`src/rtl/seq_pkg.sv`:
```
package seq_pkg;
    localparam int OPC_W     = 6;
    localparam int FN_W      = 3;
    localparam int NUM_STEPS = 5;
    localparam int STEP_W    = $clog2(NUM_STEPS + 1);

    localparam logic [OPC_W-1:0] OPC_ALU_R = 6'h01;
    localparam logic [OPC_W-1:0] OPC_ALU_I = 6'h02;
    localparam logic [OPC_W-1:0] OPC_LOAD  = 6'h03;
    localparam logic [OPC_W-1:0] OPC_STORE = 6'h04;
    localparam logic [OPC_W-1:0] OPC_BR    = 6'h05;
    localparam logic [OPC_W-1:0] OPC_BEQ   = 6'h06;
    localparam logic [OPC_W-1:0] OPC_CALLR = 6'h07;
    localparam logic [OPC_W-1:0] OPC_RET   = 6'h08;

    localparam logic [1:0] PCS_INC = 2'd0;
    localparam logic [1:0] PCS_OFS = 2'd1;
    localparam logic [1:0] PCS_REG = 2'd2;

    localparam logic [1:0] YS_RZ  = 2'd0;
    localparam logic [1:0] YS_MEM = 2'd1;
    localparam logic [1:0] YS_RET = 2'd2;

    localparam logic [FN_W-1:0] ALU_ADD = 3'd0;
    localparam logic [FN_W-1:0] ALU_CMP = 3'd1;

    typedef struct packed {
        logic            pc_wr;
        logic            ir_ld;
        logic            rf_wr;
        logic            rf_link;
        logic            mem_rd;
        logic            mem_wr;
        logic            addr_rz;
        logic            b_imm;
        logic [1:0]      y_sel;
        logic [1:0]      pc_src;
        logic [FN_W-1:0] alu_fn;
    } ctrl_t;
endpackage

```
`src/rtl/seq_step_counter.sv`:
```
module seq_step_counter
    import seq_pkg::*;
(
    input  logic              clk,
    input  logic              rst_n,
    input  logic              hold_i,
    output logic [STEP_W-1:0] step_o
);
    localparam logic [STEP_W-1:0] FIRST = STEP_W'(1);
    localparam logic [STEP_W-1:0] LAST  = STEP_W'(NUM_STEPS);

    typedef struct packed {
        logic [STEP_W-1:0] step;
    } cnt_state_t;

    cnt_state_t state_d, state_q;

    always_comb begin
        state_d = state_q;
        if (!hold_i) begin
            state_d.step = (state_q.step == LAST) ? FIRST : state_q.step + STEP_W'(1);
        end
    end

    always_ff @(posedge clk or negedge rst_n) begin
        if (!rst_n) state_q <= '{step: FIRST};
        else        state_q <= state_d;
    end

    assign step_o = state_q.step;

    AST_STEP_RANGE: assert property (@(posedge clk) disable iff (!rst_n)
        (step_o >= FIRST) && (step_o <= LAST));
    AST_STEP_WRAP: assert property (@(posedge clk) disable iff (!rst_n)
        (step_o == LAST) && !hold_i |=> step_o == FIRST);
    AST_HOLD_STABLE: assert property (@(posedge clk) disable iff (!rst_n)
        hold_i |=> $stable(step_o));
endmodule

```
`src/rtl/seq_ctrl_decode.sv`:
```
module seq_ctrl_decode
    import seq_pkg::*;
(
    input  logic [STEP_W-1:0] step_i,
    input  logic [OPC_W-1:0]  opcode_i,
    input  logic [FN_W-1:0]   alu_func_i,
    input  logic              cmp_eq_i,
    input  logic              mfc_i,
    output ctrl_t             ctrl_o,
    output logic              hold_o
);
    always_comb begin
        ctrl_o = '0;
        hold_o = 1'b0;
        case (step_i)
            STEP_W'(1): begin
                ctrl_o.mem_rd = 1'b1;
                if (mfc_i) begin
                    ctrl_o.ir_ld  = 1'b1;
                    ctrl_o.pc_wr  = 1'b1;
                    ctrl_o.pc_src = PCS_INC;
                end else begin
                    hold_o = 1'b1;
                end
            end
            STEP_W'(3): begin
                case (opcode_i)
                    OPC_ALU_R: ctrl_o.alu_fn = alu_func_i;
                    OPC_ALU_I: begin
                        ctrl_o.alu_fn = alu_func_i;
                        ctrl_o.b_imm  = 1'b1;
                    end
                    OPC_LOAD, OPC_STORE: begin
                        ctrl_o.alu_fn = ALU_ADD;
                        ctrl_o.b_imm  = 1'b1;
                    end
                    OPC_BR: begin
                        ctrl_o.pc_wr  = 1'b1;
                        ctrl_o.pc_src = PCS_OFS;
                    end
                    OPC_BEQ: begin
                        ctrl_o.alu_fn = ALU_CMP;
                        ctrl_o.pc_src = PCS_OFS;
                        ctrl_o.pc_wr  = cmp_eq_i;
                    end
                    OPC_CALLR, OPC_RET: begin
                        ctrl_o.pc_wr  = 1'b1;
                        ctrl_o.pc_src = PCS_REG;
                    end
                    default: ;
                endcase
            end
            STEP_W'(4): begin
                case (opcode_i)
                    OPC_LOAD: begin
                        ctrl_o.mem_rd  = 1'b1;
                        ctrl_o.addr_rz = 1'b1;
                        ctrl_o.y_sel   = YS_MEM;
                        hold_o         = !mfc_i;
                    end
                    OPC_STORE: begin
                        ctrl_o.mem_wr  = 1'b1;
                        ctrl_o.addr_rz = 1'b1;
                        hold_o         = !mfc_i;
                    end
                    OPC_CALLR: ctrl_o.y_sel = YS_RET;
                    default: ;
                endcase
            end
            STEP_W'(5): begin
                case (opcode_i)
                    OPC_ALU_R, OPC_ALU_I, OPC_LOAD: ctrl_o.rf_wr = 1'b1;
                    OPC_CALLR: begin
                        ctrl_o.rf_wr   = 1'b1;
                        ctrl_o.rf_link = 1'b1;
                    end
                    default: ;
                endcase
            end
            default: ;
        endcase
    end
endmodule

```
`src/rtl/hw_step_sequencer.sv`:
```
module hw_step_sequencer
    import seq_pkg::*;
(
    input  logic             clk,
    input  logic             rst_n,
    input  logic [5:0]       opcode_i,
    input  logic [2:0]       alu_func_i,
    input  logic             cmp_eq_i,
    input  logic             mfc_i,
    output logic [2:0]       step_o,
    output logic             pc_wr_o,
    output logic             ir_ld_o,
    output logic             rf_wr_o,
    output logic             rf_dst_link_o,
    output logic             mem_rd_o,
    output logic             mem_wr_o,
    output logic             addr_sel_rz_o,
    output logic             b_sel_imm_o,
    output logic [1:0]       y_sel_o,
    output logic [1:0]       pc_src_o,
    output logic [2:0]       alu_fn_o
);
    logic [STEP_W-1:0] step_q;
    logic              hold;
    ctrl_t             ctrl_dec;
    ctrl_t             ctrl_out;

    seq_step_counter u_cnt (
        .clk    (clk),
        .rst_n  (rst_n),
        .hold_i (hold),
        .step_o (step_q)
    );

    seq_ctrl_decode u_dec (
        .step_i     (step_q),
        .opcode_i   (opcode_i),
        .alu_func_i (alu_func_i),
        .cmp_eq_i   (cmp_eq_i),
        .mfc_i      (mfc_i),
        .ctrl_o     (ctrl_dec),
        .hold_o     (hold)
    );

    // Strobes are forced quiet while reset is held.
    assign ctrl_out = rst_n ? ctrl_dec : '0;

    assign step_o        = step_q;
    assign pc_wr_o       = ctrl_out.pc_wr;
    assign ir_ld_o       = ctrl_out.ir_ld;
    assign rf_wr_o       = ctrl_out.rf_wr;
    assign rf_dst_link_o = ctrl_out.rf_link;
    assign mem_rd_o      = ctrl_out.mem_rd;
    assign mem_wr_o      = ctrl_out.mem_wr;
    assign addr_sel_rz_o = ctrl_out.addr_rz;
    assign b_sel_imm_o   = ctrl_out.b_imm;
    assign y_sel_o       = ctrl_out.y_sel;
    assign pc_src_o      = ctrl_out.pc_src;
    assign alu_fn_o      = ctrl_out.alu_fn;

    AST_WAIT_NO_WE: assert property (@(posedge clk) disable iff (!rst_n)
        (mem_rd_o || mem_wr_o) && !mfc_i |-> !(pc_wr_o || ir_ld_o || rf_wr_o));
    AST_RW_EXCL: assert property (@(posedge clk) disable iff (!rst_n)
        !(mem_rd_o && mem_wr_o));
    AST_STEP2_IDLE: assert property (@(posedge clk) disable iff (!rst_n)
        (step_o == 3'd2) |-> (ctrl_out == '0));
    AST_FETCH_READ: assert property (@(posedge clk) disable iff (!rst_n)
        (step_o == 3'd1) |-> (mem_rd_o && !addr_sel_rz_o && !mem_wr_o));
endmodule

```
`config.mk`:
```
export PLATFORM = sky130hd
export DESIGN_NAME = hw_step_sequencer
export DESIGN_NICKNAME = d
export VERILOG_FILES = /design/src/rtl/seq_pkg.sv /design/src/rtl/seq_step_counter.sv /design/src/rtl/seq_ctrl_decode.sv /design/src/rtl/hw_step_sequencer.sv
export SDC_FILE = /design/constraint.sdc
export NUM_CORES = 1
export LEC_CHECK = 0
export BUFFER_PORTS_ARGS = -buffer_cell sky130_fd_sc_hd__clkbuf_2
export CAP_MARGIN = 20
export CORE_AREA = 2 2 39 41
export CTS_CLUSTER_SIZE = 30
export DETAILED_ROUTE_END_ITERATION = 12
export DIE_AREA = 0 0 41 43
export HOLD_SLACK_MARGIN = 0.06
export PLACE_DENSITY = 0.67
export SYNTH_ARGS = -nofsm -noshare
export SYNTH_HDL_FRONTEND = slang
export SYNTH_SLANG_ARGS = --single-unit
```
`constraint.sdc`:
```
create_clock -name clk -period 1.8 [get_ports clk]
set_input_delay 0.27 -clock clk [delete_from_list [all_inputs] [get_ports clk]]
set_output_delay 0.27 -clock clk [all_outputs]
set_load 0.01 [all_outputs]
```
* Word-level counts from Yosys, hierarchy flattened
Cells that the tools add are included. W data, S select, Z words.
Word-level totals: flip-flop bits (word level) 3, input bits 13, output and inout bits 18, logic and storage cells 47
Operators by class: $add $sub $neg 1, equality and inequality tests 12, mux-type cells 25, reductions and logical operators 8
Operators with widths (count):
- $eq A6 B3 Y1 const B | 4
- $mux W15 | 1
- $eq A6 B2 Y1 const B | 2
- $mux W1 | 10
- $mux W2 | 5
- $pmux W1 S2 | 4
- $pmux W2 S2 | 2
- $reduce_or A2 Y1 | 4
- $eq A3 B3 Y1 const B | 2
- $eq A6 B1 Y1 const B | 1
- $eq A6 B4 Y1 const B | 1
- $mux W3 | 2
- $pmux W3 S2 | 1
- $reduce_or A3 Y1 | 2
- $reduce_or A4 Y1 | 1
- $add A3 B1 Y3 const B | 1
- $eq A3 B1 Y1 const B | 1
- $eq A3 B2 Y1 const B | 1
- $logic_not A1 Y1 | 1

* Depth between registers and ports, before layout
Gate-level depths: netlist (run 1).
depth after elaboration 5, mapped depth 6, gate-level depth less buffers 5

* Hierarchy
From an unflattened synthesis (run 1), not the netlist that was laid out.
Second synthesis, totals: cells, all modules 83, area, all modules 601.8 µm²
Modules (own cells, without submodules):
- seq_ctrl_decode | times used 1, cells each 56, area each 332.8 µm², seq. area each 0.0 µm²
- seq_step_counter | times used 1, cells each 11, area each 150.1 µm², seq. area each 76.3 µm²
- hw_step_sequencer | times used 1, cells each 16, area each 118.9 µm², seq. area each 0.0 µm²

* Least setup slack after synthesis (run 1)
OpenSTA, ideal clock, no wires.
path kind register to output, start register u_cnt.state_q, in the netlist u_cnt.step_o[0], end output pc_wr_o, data arrival time 1688 ps, required time 1530 ps, path slack -158 ps, stages on the path, launching flop included 7, buffers on the path 1, cell sequence dfstp_2 -> clkbuf_1 -> and2_1 -> ha_1 -> nand2_1 -> or3_1 -> o21bai_1
On the way: cells in the longest elaborated chain, start to end 3, elaborated cells between the ends (all ways) 4, classes of those cells eq/ne (2); mux (2)
Ends and longest elaborated chain:
- start: declaration | line seq_step_counter.sv:16 | cnt_state_t state_d, state_q;
- start signal: assignment | line seq_step_counter.sv:26 | if (!rst_n) state_q <= '{step: FIRST};
- start signal: assignment | line seq_step_counter.sv:27 | else state_q <= state_d;
- $eq A3 B2 Y1 or $eq A3 B1 Y1 (tied branches) | line seq_ctrl_decode.sv:15 | case (step_i)
- $pmux W1 S2 * | line seq_ctrl_decode.sv:15
- $mux W15 * | line hw_step_sequencer.sv:46 | assign ctrl_out = rst_n ? ctrl_dec : '0;
- end: declaration | line hw_step_sequencer.sv:11 | output logic pc_wr_o,
Every way passes the cells marked *; elsewhere a longest branch is shown, timed or not.

* Worst setup path after layout (run 1)
Same ends and word-level chain as after synthesis.

==> metrics.md, run 1 <==
| Metric | Value |
|---|---|
| Status | `finished, violations left` |
| Violated checks | `negative setup slack` |
| DP Area | `648 sq um` |
| Number of enable flip-flop cells after synthesis | `0` |
| Final Slew Violations | `0` |
| Total core area | `1380 sq um` |
| Gr ovfl total | `0` |
| Drt first-iter violations | `7` |
| Row count | `14` |
| DR DRC count | `0` |
| Starting Density | `32.4%` |
| Leakage | `0.349 nW` |
| Slew margin rel. | `between 70% and 80%` |
| Fin crit share | `107%` |
| RSZ-0062 raised after global routing | `yes` |
| Placed Cells | `111` |
| Clk_lat worst skew | `0.23 ns` |
| Post-synth cell types | `33` |
| Area growth from synthesis to layout | `69.6%` |
| Vias/cell | `just over 5` |
| Remaining antenna violation count | `0` |
| Final instance area | `759 sq um` |
| WP data arrival | `1.66 ns` |
| Hpwl dp | `1040 um` |
| Critical path required time | `1.53 ns` |
| Syn Inst Count | `65` |
| Clock Tree Root | `clkbuf_4` |
| All-Layer GR Usage | `15.7%` |
| Nets | `116` |
| Die height | `43 um` |
| Max_cap viols | `0` |
| Post-synthesis sequential area ratio | `17.0%` |
| Worst-Margin Slew | `around 0.38 ns` |
| Most flop-heavy register | `u_cnt.step_o` |
| Synthesis-stage register bit count | `3` |
| Asr flop ratio synth | `100%` |
| WL/cell | `roughly 11 um` |
| Initial antenna violation count | `0` |
| First-pass GRT wire length | `1950 um` |
| Worst hold slack | `between 0.1 and 0.15 ns` |
| Net Sw Power | `roughly 260 uW` |
| Skew final | `0.00168 ns` |
| Clock network power share | `17.0%` |
| 1st-pass router iterations | `3` |
| R2R depth | `4` |
| Reg power frac | `20.3%` |
| I/O pins | `31` |
| Vias in the first global route | `just over 500` |
| Synth Warn # | `0` |
| Clock Tree Buf Depth | `2` |
| Endpoints failing hold | `0` |
| Critical Path Start Type | `flop` |
| Final Setup Violations | `2` |
| Max Fanout on Critical Path | `3` |
| Setup TNS | `-0.233 ns` |
| TritonCTS clock tree | `yes` |
| Logic pwr share | `62.7%` |
| CTS Buf Count | `3` |
| GP Congestion | `0.698` |
| Reg-to-reg endpoint | `u_cnt.step_o[0]$_DFFE_PN1N_` |
| Largest registers | `u_cnt.step_o: 3 flops` |
| Kind of critical path | `flop to output pin` |
| Die Area | `1760 sq um` |
| Vias | `around 610` |
| Type of destination of the critical path | `output pin` |
| H-tree levels | `1` |
| Worst setup margin | `-0.131 ns` |
| Worst vdd ir | `568 uV` |
| Finished Layout Cells | `117` |
| Die Span X | `41 um` |
| Diode count | `0` |
| R2R setup slack | `0.33 ns` |
| Power per cell area | `879 nW/um^2` |
| P_int | `403 uW` |
| Largest net degree at the start of global routing | `13` |
| Number of flip-flops under the largest register name | `3` |
| Wirelength, routed | `1330 um` |
| Post-Syn Nets | `79` |
| Filler Cells Inserted | `147` |
| Main synth FF type | `dfrtp_1` |
| Layout cells sized above 1 | `50.5%` |
| Syn Std Cell Area | `448 sq um` |
| Register clock-pin slew on the reported worst setup and hold paths | `0.03 ns` |
| Syn_area_per_cell | `6.89 sq um` |
| IO Port Bufs | `30` |
| Min-delay worst type | `input pin to asynchronous set/reset pin` |
| Switching Fraction | `39.6%` |
| Clock sink count | `3` |
| R2R Path Start | `u_cnt.step_o[1]$_DFFE_PN0N_` |
| F_max | `~520 MHz` |
| Final Critical Period | `between 1.5 and 2 ns` |
worst max-delay path, stage by stage (launching register included):
cell and delay [ns]:
dfstp_2 0.52, and2_4 0.14, ha_4 0.13, nand2_4 0.06, or3_4 0.35, o21bai_4 0.12, buf_6 0.11
Yosys cell counts (2+ instances only):
cell	instances	share of area, %
a21oi_1	4	4.5
and2_1	4	5.6
clkbuf_1	5	4.2
dfrtp_1	2	11
inv_1	3	2.5
nand2_1	6	5.0
nand3_1	2	2.2
nor2_1	2	1.7
nor2b_1	5	7.0
nor3_1	4	4.5
nor4_1	3	4.2
o211ai_1	2	3.4
o21bai_1	2	3.4
or3_1	2	2.8
timing repair:
item / in CTS / in global routing
gates resized for setup: 6 / 14
hold buffers: 1 / 0
endpoints found under the hold margin: 2 / 0
buffers inserted: 1 / 0
endpoints found under the setup margin: 5 / 7
cloned: 0 / 0
pin swaps: 1 / 6
worst max path at each step:
| stage | start | endpoint | slack (ns) | cells after the start |
|---|---|---|---|---|
| after global placement | opcode_i[5] | alu_fn_o[1] | 0.07 | 5 |
| final | u_cnt.step_o[0]$_DFFE_PN1N_ | pc_wr_o | -0.13 | 6 |
| after detailed placement | u_cnt.step_o[0]$_DFFE_PN1N_ | pc_wr_o | 0.06 | 6 |
| after floorplan | u_cnt.step_o[0]$_DFFE_PN1N_ | pc_wr_o | 0.01 | 6 |
| after global routing | u_cnt.step_o[0]$_DFFE_PN1N_ | pc_src_o[1] | -0.18 | 6 |
| after CTS | u_cnt.step_o[0]$_DFFE_PN1N_ | pc_wr_o | -0.15 | 6 |
logic make-up (layout without fill, tap and decap cells):
group	after synthesis	after routing	synth area share (%)
flip-flops	3	3	17.0
AO/OA/AOI/OAI	15	15	23.2
XOR/XNOR	1	1	1.96
adder cells (fa/ha/maj)	1	1	2.79
buffers and inverters	8	44	6.70
multiplexers	1	1	2.23
AND/OR/NAND/NOR	36	36	46.1
layout by cell type, fill, tap and decap left out, types with 2 or more instances in the layout:
cell type	instances
clkbuf_4	3
clkbuf_2	23
nor3_1	4
inv_1	3
dfrtp_1	2
buf_2	6
o211ai_1	2
and2_1	3
nor2b_1	5
buf_4	6
a21oi_1	3
nand3_1	2
nand2_1	5
layer usage:
layer / global-route usage (%) / up-vias / wire length (um)
met1: 17.5 / 274 / 565
met4: 8.00 / 0 / 0
met5: 0 / - / 0
met2: 27.2 / 19 / 666
li1: - / 314 / -
met3: 1.57 / 0 / 95
per-stage QoR:
step,utilization (%),setup slack (ns),total power [mW]
floorplan,-,0.0102,0.366
finish,54.9,-0.131,0.667
global route,54.9,-0.181,0.730
global placement,46.8,0.0659,0.476
CTS,51.7,-0.148,0.653
detailed placement,46.8,0.0570,0.483
area by class of cell:
type                       count  area, sq um  share of cell area (%)
timing repair buffer          37          211                    27.8
tap                           16         20.0                    2.64
sequential                     3         76.3                    10.0
clock buffer                   4         26.3                    3.46
inverter                       3         11.3                    1.48
multi-input combinational     54          414                    54.5
power groups by stage:
stage          sequential [mW]  combinational (mW)  clock (mW)
6_report                 0.135               0.418       0.114
3_3_place_gp             0.132               0.343           0
5_1_grt                  0.138               0.463       0.130
4_1_cts                  0.135               0.397       0.121
2_1_floorplan            0.154               0.212           0
3_5_place_dp             0.135               0.349           0
Power figures use the tool's default switching activity.
==> run 2, diff against run 1 <==
--- a/config.mk
+++ b/config.mk
@@ -12,7 +12,7 @@
 export DETAILED_ROUTE_END_ITERATION = 12
 export DIE_AREA = 0 0 41 43
 export HOLD_SLACK_MARGIN = 0.06
-export PLACE_DENSITY = 0.67
+export PLACE_DENSITY = 0.64
 export SYNTH_ARGS = -nofsm -noshare
 export SYNTH_HDL_FRONTEND = slang
 export SYNTH_SLANG_ARGS = --single-unit
==> constraint.sdc (replaced) <==
create_clock -name clk -period 2.25 [get_ports clk]
set_input_delay 0.3375 -clock clk [delete_from_list [all_inputs] [get_ports clk]]
set_output_delay 0.3375 -clock clk [all_outputs]
set_load 0.01 [all_outputs]
==> metrics.md, run 2 (synthesis gave the netlist of run 1 again) <==
| Metric | Value |
|---|---|
| Diode count | `0 (unchanged)` |
| WL/cell | `10.8 um (-4.6%)` |
| Vias | `573 (-5.6%)` |
| DR DRC count | `0 (unchanged)` |
| Slowest cell on crit path | `dfstp_2` |
| Cells along the critical path | `and2_1 > ha_1 > nand2_1 > or3_1 > o21bai_1 > clkbuf_2` |
| Power per cell area | `718 nW/um^2 (-18%)` |
| Final Critical Period | `2.13 ns` |
| R2R depth | `3 (-1)` |
| Max_cap viols | `0 (unchanged)` |
| WP data arrival | `1.79 ns (+0.13 ns)` |
| Critical Path Start Type | `flop` |
| Multi-input logic area | `342 sq um (-18%)` |
| Min-delay worst type | `input pin to asynchronous set/reset pin` |
| Most flop-heavy register | `u_cnt.step_o` |
| Number of flip-flops under the largest register name | `3 (unchanged)` |
| IO Port Bufs | `30 (unchanged)` |
| I/O pins | `31 (unchanged)` |
| Type of destination of the critical path | `output pin` |
| Largest registers | `u_cnt.step_o: 3 flops` |
| Wirelength, routed | `1230 um (-7.1%)` |
| Slew margin rel. | `71.4% (-2.9 points)` |
| DP Area | `607 sq um (-6.4%)` |
| Critical path required time | `1.91 ns (+0.38 ns)` |
| Status | `finished clean` |
| Clock sink count | `3 (unchanged)` |
| All-Layer GR Usage | `15.6% (-0.069 points)` |
| Vias/cell | `5.03 (-3.1%)` |
| Die Span X | `41 um (unchanged)` |
| Largest net degree at the start of global routing | `13 (unchanged)` |
| Row count | `14 (unchanged)` |
| Most frequent cells in the layout | `clkbuf_2 (30), nand2_1 (6), nor2b_1 (5)` |
| Die Area | `1760 sq um (unchanged)` |
| Clock Tree Buf Depth | `2 (unchanged)` |
| Area growth from synthesis to layout | `46.9%` |
| Final instance area | `658 sq um (-13%)` |
| Reg power frac | `26.6% (+6.3 points)` |
| Post-cts sizing count | `0 (-6)` |
| Worst-Margin Slew | `0.418 ns (+0.0386 ns)` |
| Layout cells sized above 1 | `38.8% (-12 points)` |
| Initial antenna violation count | `0 (unchanged)` |
| CTS Buf Count | `3 (unchanged)` |
| GP Congestion | `0.693 (-0.67%)` |
| Leakage | `0.307 nW (-12%)` |
| P_int | `283 uW (-30%)` |
| Setup TNS | `0 ns (+0.233 ns)` |
| Total core area | `1380 sq um (unchanged)` |
| Clock Tree Root | `clkbuf_4` |
| Clock network power share | `19.6% (+2.6 points)` |
| Hpwl dp | `975 um (-6.3%)` |
| 1st-pass router iterations | `3 (unchanged)` |
| Clk_lat worst skew | `0.23 ns (about the same)` |
| Gr ovfl total | `0 (unchanged)` |
| Kind of critical path | `flop to output pin` |
| Fin crit share | `94.7%` |
| Most common cell after layout, fill and taps aside | `clkbuf_2` |
| Starting Density | `32.4% (unchanged)` |
| Nets | `113 (-2.6%)` |
| Remaining antenna violation count | `0 (unchanged)` |
| Vias in the first global route | `472 (-8.9%)` |
| Skew final | `0.00188 ns (+0.000202 ns)` |
| Die height | `43 um (unchanged)` |
| TritonCTS clock tree | `yes` |
| Worst vdd ir | `581 uV (+2.3%)` |
| First-pass GRT wire length | `1900 um (-2.5%)` |
| Net Sw Power | `190 uW (-28%)` |
| Sequential Area | `76.3 sq um (unchanged)` |
| Filler Cells Inserted | `140 (-4.8%)` |
| F_max | `~470 MHz` |
| Final Setup Violations | `0 (-2)` |
| Largest stage delay on the critical path | `0.58 ns (+0.06 ns)` |
| Drt first-iter violations | `8 (+1)` |
| RSZ-0062 raised after global routing | `no` |
| Register clock-pin slew on the reported worst setup and hold paths | `0.04 ns (about the same)` |
| Logic pwr share | `53.8% (-8.9 points)` |
| H-tree levels | `1 (unchanged)` |
| Switching Fraction | `40.2% (+0.55 points)` |
| Max Fanout on Critical Path | `7 (+4)` |
| Final core utilization | `47.6% (-7.3 points)` |
| Endpoints failing hold | `0 (unchanged)` |
| Final Slew Violations | `0 (unchanged)` |
[run 2: changes by cell type in the layout (fill, tap and decap cells not counted), moves of 2 or more]
cell	change
buf_2	-6
buf_4	-3
nor4_1	+2
clkbuf_2	+7
[run 2: timing repair]
item,CTS,global route
buffers inserted,0,2
endpoints found under the setup margin,0,3
hold buffers,1,0
hold endpoints to repair,2,0
[run 2: worst max-delay path, delay by kind of cell (launching register included)]
family / cells / cell delay, ns
DFF: 1 / 0.58
AOI/OAI and AO/OA: 1 / 0.14
buffers and inverters: 1 / 0.14
and+or+nand+nor: 3 / 0.55
adders and majority gates: 1 / 0.15
[run 2: final timing paths]
kind | startpoint | end | slack (ns)
max | u_cnt.step_o[0]$_DFFE_PN1N_ | pc_wr_o | 0.12
min | rst_n | u_cnt.step_o[0]$_DFFE_PN1N_ | 0.09
max reg2reg | u_cnt.step_o[1]$_DFFE_PN0N_ | u_cnt.step_o[0]$_DFFE_PN1N_ | 0.87
min reg2reg | u_cnt.step_o[0]$_DFFE_PN1N_ | u_cnt.step_o[1]$_DFFE_PN0N_ | 0.56
max in group asynchronous | rst_n | u_cnt.step_o[1]$_DFFE_PN0N_ | 1.63
min in group clk | mfc_i | u_cnt.step_o[1]$_DFFE_PN0N_ | 0.52
[run 2: layer usage]
metal	track usage (%)	wire length [um]	up-vias
met5	0	0	-
met4	8.00	0	0
met3	3.14	78	0
met2	23.1	593	20
met1	20.5	561	248
li1	-	-	305
[run 2: final cells by class]
cell class	count	area share (%)
multi-input cells	54	51.9
flip-flops and latches	3	11.6
well taps	16	3.04
clock buffers	4	3.99
repair buffers	34	27.8
inverters	3	1.71
[run 2: stage by stage]
stage	cells	hold WS (ns)	power (mW)	worst slack (ns)
after CTS	112	0.0749	0.454	0.0668
final	114	0.0868	0.472	0.119
after global placement	107	0.157	0.349	0.348
after floorplan	65	0.0419	0.273	0.224
after global routing	114	0.100	0.520	0.000714
after detailed placement	107	0.157	0.353	0.320
[run 2: power by group through the flow]
stage | Clock, mW | Sequential [mW] | Combinational (mW)
after floorplan | 0 | 0.122 | 0.152
after global placement | 0 | 0.129 | 0.220
after detailed placement | 0 | 0.132 | 0.221
after CTS | 0.0993 | 0.131 | 0.224
after global routing | 0.0995 | 0.131 | 0.289
final | 0.0926 | 0.126 | 0.254
